$ cat src/rtl/tpg_seq.sv
module tpg_seq #(
   parameter int SEL_W = 6
) (
   input  logic             clk,
   input  logic             rst_n,
   input  logic [SEL_W-1:0] sel_i,
   input  logic             step_i,
   output logic             phase_o,
   output logic [1:0]       count_o
);
   localparam logic [1:0] CNT_MAX = 2'd2;

   logic [SEL_W-1:0] sel_q;
   logic             phase_q;
   logic [1:0]       cnt_q;
   logic             changed;

   assign changed = (sel_i != sel_q);
   assign phase_o = changed ? 1'b0 : phase_q;
   assign count_o = changed ? 2'd0 : cnt_q;

   always_ff @(posedge clk or negedge rst_n) begin
      if (!rst_n) begin
         sel_q   <= '0;
         phase_q <= 1'b0;
         cnt_q   <= 2'd0;
      end else begin
         sel_q <= sel_i;
         if (step_i) begin
            phase_q <= ~phase_o;
            cnt_q   <= (count_o == CNT_MAX) ? CNT_MAX : count_o + 2'd1;
         end else begin
            phase_q <= phase_o;
            cnt_q   <= count_o;
         end
      end
   end

   // the play counter never exceeds its saturation value
   p_cnt_range_r10: assert property (@(posedge clk) disable iff (!rst_n)
      cnt_q <= CNT_MAX);
   // once exhausted, it stays exhausted while the select is unchanged
   p_cnt_hold_r10: assert property (@(posedge clk) disable iff (!rst_n)
      cnt_q == CNT_MAX && !changed |=> cnt_q == CNT_MAX);
   // a select change restarts the alternation phase
   p_phase_restart_r5: assert property (@(posedge clk) disable iff (!rst_n)
      changed && !step_i |=> !phase_q);
endmodule

$ cat config.mk
export PLATFORM = sky130hd
export DESIGN_NAME = tpg_seq
export DESIGN_NICKNAME = d
export VERILOG_FILES = /design/src/rtl/tpg_seq.sv
export SDC_FILE = /design/constraint.sdc
export NUM_CORES = 1
export LEC_CHECK = 0
export ABC_CLOCK_PERIOD_IN_PS = 1500
export BUFFER_PORTS_ARGS = -buffer_cell sky130_fd_sc_hd__buf_4
export CAP_MARGIN = 25
export CORE_AREA = 3 3 40 42
export CTS_CLUSTER_DIAMETER = 80
export DETAILED_ROUTE_END_ITERATION = 10
export DIE_AREA = 0 0 43 45
export HOLD_SLACK_MARGIN = 0.02
export PLACE_DENSITY = 0.6
export SLEW_MARGIN = 20
export SYNTH_ARGS = -nofsm -noshare
export SYNTH_HDL_FRONTEND = slang
export SYNTH_SLANG_ARGS = --single-unit
$ cat constraint.sdc
create_clock -name clk -period 1.5 [get_ports clk]
set_input_delay 0.15 -clock clk [delete_from_list [all_inputs] [get_ports clk]]
set_output_delay 0.15 -clock clk [all_outputs]
set_load 0.05 [all_outputs]
* Yosys cells after proc, flatten, opt, wreduce, memory -nomap -nowiden
Index checks and enable logic that the tools add are counted.
** Word-level totals
- Flip-flop bits (word level) :: 9
- Logic and storage cells :: 12
** Cells by class
- $add $sub $neg :: 1
- Eq/ne operators :: 2
- Muxes and demuxes :: 5
- Bitwise operators :: 1
** Operators by type and width (count)
- 2-to-1 mux 2 bit :: 3
- inequality test 6 bit :: 1
- adder 2 x 1 -> 2 bit, second input constant :: 1
- equality test 2 bit, second input constant :: 1
- 2-to-1 mux 1 bit :: 2
- inverter 1 bit :: 1

* Depth between registers and ports, before layout
- Depth after elaboration :: 5
- Depth in mapped cells :: 6

* Least setup slack after synthesis
OpenSTA, ideal clock, no wires.
- Path kind :: reg2reg
- Start :: register sel_q[0]
- End :: register cnt_q[1]
- Arrival :: 1.401 ns
- Path slack :: -0.021 ns
- Stages on the path, launching flop included :: 7
- Path buffers :: 0
- Period minus slack after synthesis :: 1.521 ns
- Path through :: dfrtp_1 -> xor2_1 -> nor4_2 -> nand3_1 -> ha_1 -> nand2_1 -> o21ai_1
** Between the ends
- Word-level cells in the longest chain between the ends :: 5
- Elaborated cells between the ends (all ways) :: 6
- Those cells by class :: add/sub: 1; eq/ne: 2; mux: 3
** Ends and longest elaborated chain
- start: declaration :: RTL line 13 : logic [SEL_W-1:0] sel_q;
- start signal: assignment :: RTL line 28 : sel_q <= sel_i;
- inequality test 6 bit (*) :: RTL line 18 : assign changed = (sel_i != sel_q);
- 2-to-1 mux 2 bit (*) :: RTL line 20 : assign count_o = changed ? 2'd0 : cnt_q;
- adder 2 x 1 -> 2 bit or equality test 2 bit (tied branches) :: RTL line 31 : cnt_q <= (count_o == CNT_MAX) ? CNT_MAX : count_o + 2'd1;
- 2-to-1 mux 2 bit :: RTL line 31
- 2-to-1 mux 2 bit (*) :: RTL line 29 : if (step_i) begin
- end signal: assignment :: RTL line 31
- end signal: assignment :: RTL line 34 : cnt_q <= count_o;
- end: declaration :: RTL line 15 : logic [1:0] cnt_q;
Mark *: on every way between the ends. The rest lies on a longest branch, timed or not.

* Final worst setup path
- Start :: register sel_q[3]
- End :: output phase_o
** Between the ends
- Word-level cells in the longest chain between the ends :: 2
** Ends and longest elaborated chain
- inequality test 6 bit :: RTL line 18
- 2-to-1 mux 1 bit :: RTL line 19 : assign phase_o = changed ? 1'b0 : phase_q;
- end: declaration :: RTL line 8 : output logic phase_o,
No other way between the ends.

==> impl_metrics.csv <==
group,metric,value,unit
run_status,violations,"negative setup slack",
min_path,holdPathStages,2,
sta,rsz0062_at_grt,"yes",
power_and_ir_drop,total_power,510,uW
place,gp_congestion,0.637,
die,die_height,45,um
clock_tree,clk_pin_slew_worst_paths,0.06,ns
sta,hold_ws,0.115,ns
global_routing,grt_use_met2,12.6,%
power_and_ir_drop,p_per_area,828,nW/um2
synth,yosys_warnings,0,
sta,period_minus_slack,1.74,ns
global_routing,grt_util_met1,11.8,%
clock_tree,cts_sinks,9,
sta,worst_slack,-0.237,ns
die,io-pin-count,12,
die,start_util,28.7,%
final_layout,drive_gt1_share,39.6,%
flow_run,drv_cap,0,
min_path,min_from,"step_i",
critical_path,critical_path_class,"reg -> out",
synth,ys_seq_elements,9,
place,dp_hpwl,503,um
critical_path,worstPathRequired,1.35,ns
global_routing,grt_max_degree,10,
synth,syn_avg_cell_area,13.2,um2
sta,hold_viol_final,0,
drt,firstDrtPassIters,1,
power_and_ir_drop,ir_drop,0.400,mV
clock_tree,cts_tree,"done",
sta,max_freq,576,MHz
synth,ys_seq_area_share,61.0,%
min_path,hold_path_class,"in -> reg",
synth,synthArstFlopShare,100,%
sta,setup-violations-final,4,
power_and_ir_drop,p_leak,0.000299,uW
critical_path,timing.rr.start,"sel_q[3]",
drt,final_antenna_net_count,0,
synth,synth_commonest_cells,"dfrtp_1, xor2_1",
place,io_buffers,11,
die,die_w,43,um
synth,synth_edf_count,0,
sta,relSlewSlack,82.6,%
drt,vias_per_cell,3.99,
clock_tree,cts_buffer_depth,2,
synth,ys.flop_type,"dfrtp_1",
critical_path,end_kind,"output pin",
global_routing,overflow,0,
die,core_area,1280,um2
synth,yosys.area.top_type_share,61.0,%
global_routing,antenna_found_initial,0,
synth,yosysMostFrequentCell,"dfrtp_1",
synth,ys_types,11,
global_routing,grt-busiest-layer,"met2",
global_routing,grt_pass1_wl,1250,um
synth,synth_nets,38,
drt,drcViolationCount,0,
die,floorplan.rows,13,
critical_path,cp-startpoint,"sel_q[3]",
final_layout,area_delta_synth_final,66.8,%
die,dieArea,1940,um2
sta,skew,0.00473,ns
critical_path,rr_worst_depth,6,
global_routing,met3_usage,2.79,%
clock_tree,cts_max_level,1,
synth,synthesis.area,369,um2
sta,final-max-slew-violation-count,0,
final_layout,antenna_cells,0,
synth,syn-instance-count,28,
drt,wl,657,um
synth,synth_area_leader_cell,"dfrtp_1",
drt,wl_per_cell,9.66,um
drt,vias,271,
critical_path,arrival,1.59,ns
sta,worstMarginPinSlew,0.259,ns
sta,period_share,116,%
global_routing,first_global_vias,307,
synth,synth.area.top_cells,"dfrtp_1, xor2_1, xor2_2, ha_1, nor4_2",
final_layout,nets,64,
critical_path,start_kind,"register",
critical_path,critPathMaxFanout,3,
drt,drt-initial-drc-count,0,
clock_tree,cts_inserted_buffers,3,
clock_tree,cts_root_buf,"clkbuf_4",
run_status,status,"finished with violations",
clock_tree,insertion_delay,0.25,ns
global_routing,grt_usage,9.13,%
==> state kept, by name (all words and copies together) (netlist names) <==
name     flops
cnt_q        2
sel_q        6
phase_q      1
==> layout by cell type, fill, tap and decap left out <==
| cell | instances |
|---|---|
| and3_4 | 1 |
| buf_4 | 11 |
| buf_6 | 2 |
| buf_8 | 1 |
| clkbuf_1 | 1 |
| clkbuf_4 | 3 |
| dfrtp_1 | 9 |
| dlygate4sd3_1 | 7 |
| ha_2 | 1 |
| inv_1 | 2 |
| nand2_1 | 2 |
| nand3_1 | 2 |
| nor2_1 | 1 |
| nor4_4 | 1 |
| o21ai_1 | 2 |
| xor2_1 | 6 |
| xor2_2 | 1 |
==> final timing paths <==
| check | endpoint | slack, ns |
|---|---|---|
| worst max-delay path | phase_o | -0.24 |
| worst min-delay path | phase_q | 0.11 |
| worst max register to register | cnt_q[1] | -0.07 |
| worst min register to register | cnt_q[0] | 0.61 |
| max in group asynchronous | sel_q[3] | 1.12 |
| min in group asynchronous | cnt_q[0] | 0.25 |
==> worst max-delay path, cell delays in order (launching register included) <==
cell and delay, ns:
dfrtp_1 0.37, xor2_1 0.16, nor4_4 0.33, buf_4 0.16
and3_4 0.18, buf_8 0.14
==> layout make-up <==
cell class                 count  area, um2
fill                         115        669
sequential                     9        225
timing repair buffer          21        190
multi-input combinational     17        148
clock buffer                   4       26.3
tap                           15       18.8
inverter                       2       7.51
==> per-layer routing <==
| layer | wire length [um] | vias up | share of wire, % |
|---|---|---|---|
| li1 | - | 139 | - |
| met2 | 266 | 10 | 40 |
| met3 | 67 | 0 | 10 |
| met5 | 0 | - | 0 |
| met1 | 324 | 122 | 49 |
| met4 | 0 | 0 | 0 |
==> power breakdown <==
part / internal [uW] / leakage [uW] / switching, uW
sequential: 254 / 0.000107 / 4.49
clock: 102 / 0.0000150 / 75.8
combinational: 40.9 / 0.000176 / 32.0
total: 397 / 0.000299 / 112
==> per-stage QoR <==
| step | TNS (ns) | worst slack, ns | instance area, um2 | instances | utilization [%] |
|---|---|---|---|---|---|
| 2_1_floorplan | -0.000840 | -0.000840 | 369 | 28 | - |
| 6_report | -0.713 | -0.237 | 616 | 68 | 47.9 |
| 3_3_place_gp | -0.259 | -0.127 | 493 | 57 | 38.4 |
| 4_1_cts | -1.07 | -0.304 | 607 | 68 | 47.2 |
| 3_5_place_dp | -0.307 | -0.142 | 493 | 57 | 38.4 |
| 5_1_grt | -1.43 | -0.351 | 616 | 68 | 47.9 |
==> what timing repair did <==
| item | in CTS | in global routing |
|---|---|---|
| buffers inserted | 0 | 0 |
| pin swaps | 3 | 0 |
| endpoints found under the hold margin | 15 | 0 |
| hold buffers | 7 | 0 |
| gates resized for setup | 5 | 1 |
| endpoints found under the setup margin | 6 | 6 |
==> cells by family after synthesis <==
logic type,synth area share (%)
fa+ha+maj,3.39
simple gates,12.2
compound gates,2.71
flops,61.0
buf+inv,2.03
xor+xnor,18.6
Note: power is estimated with default switching activity, not from simulation.
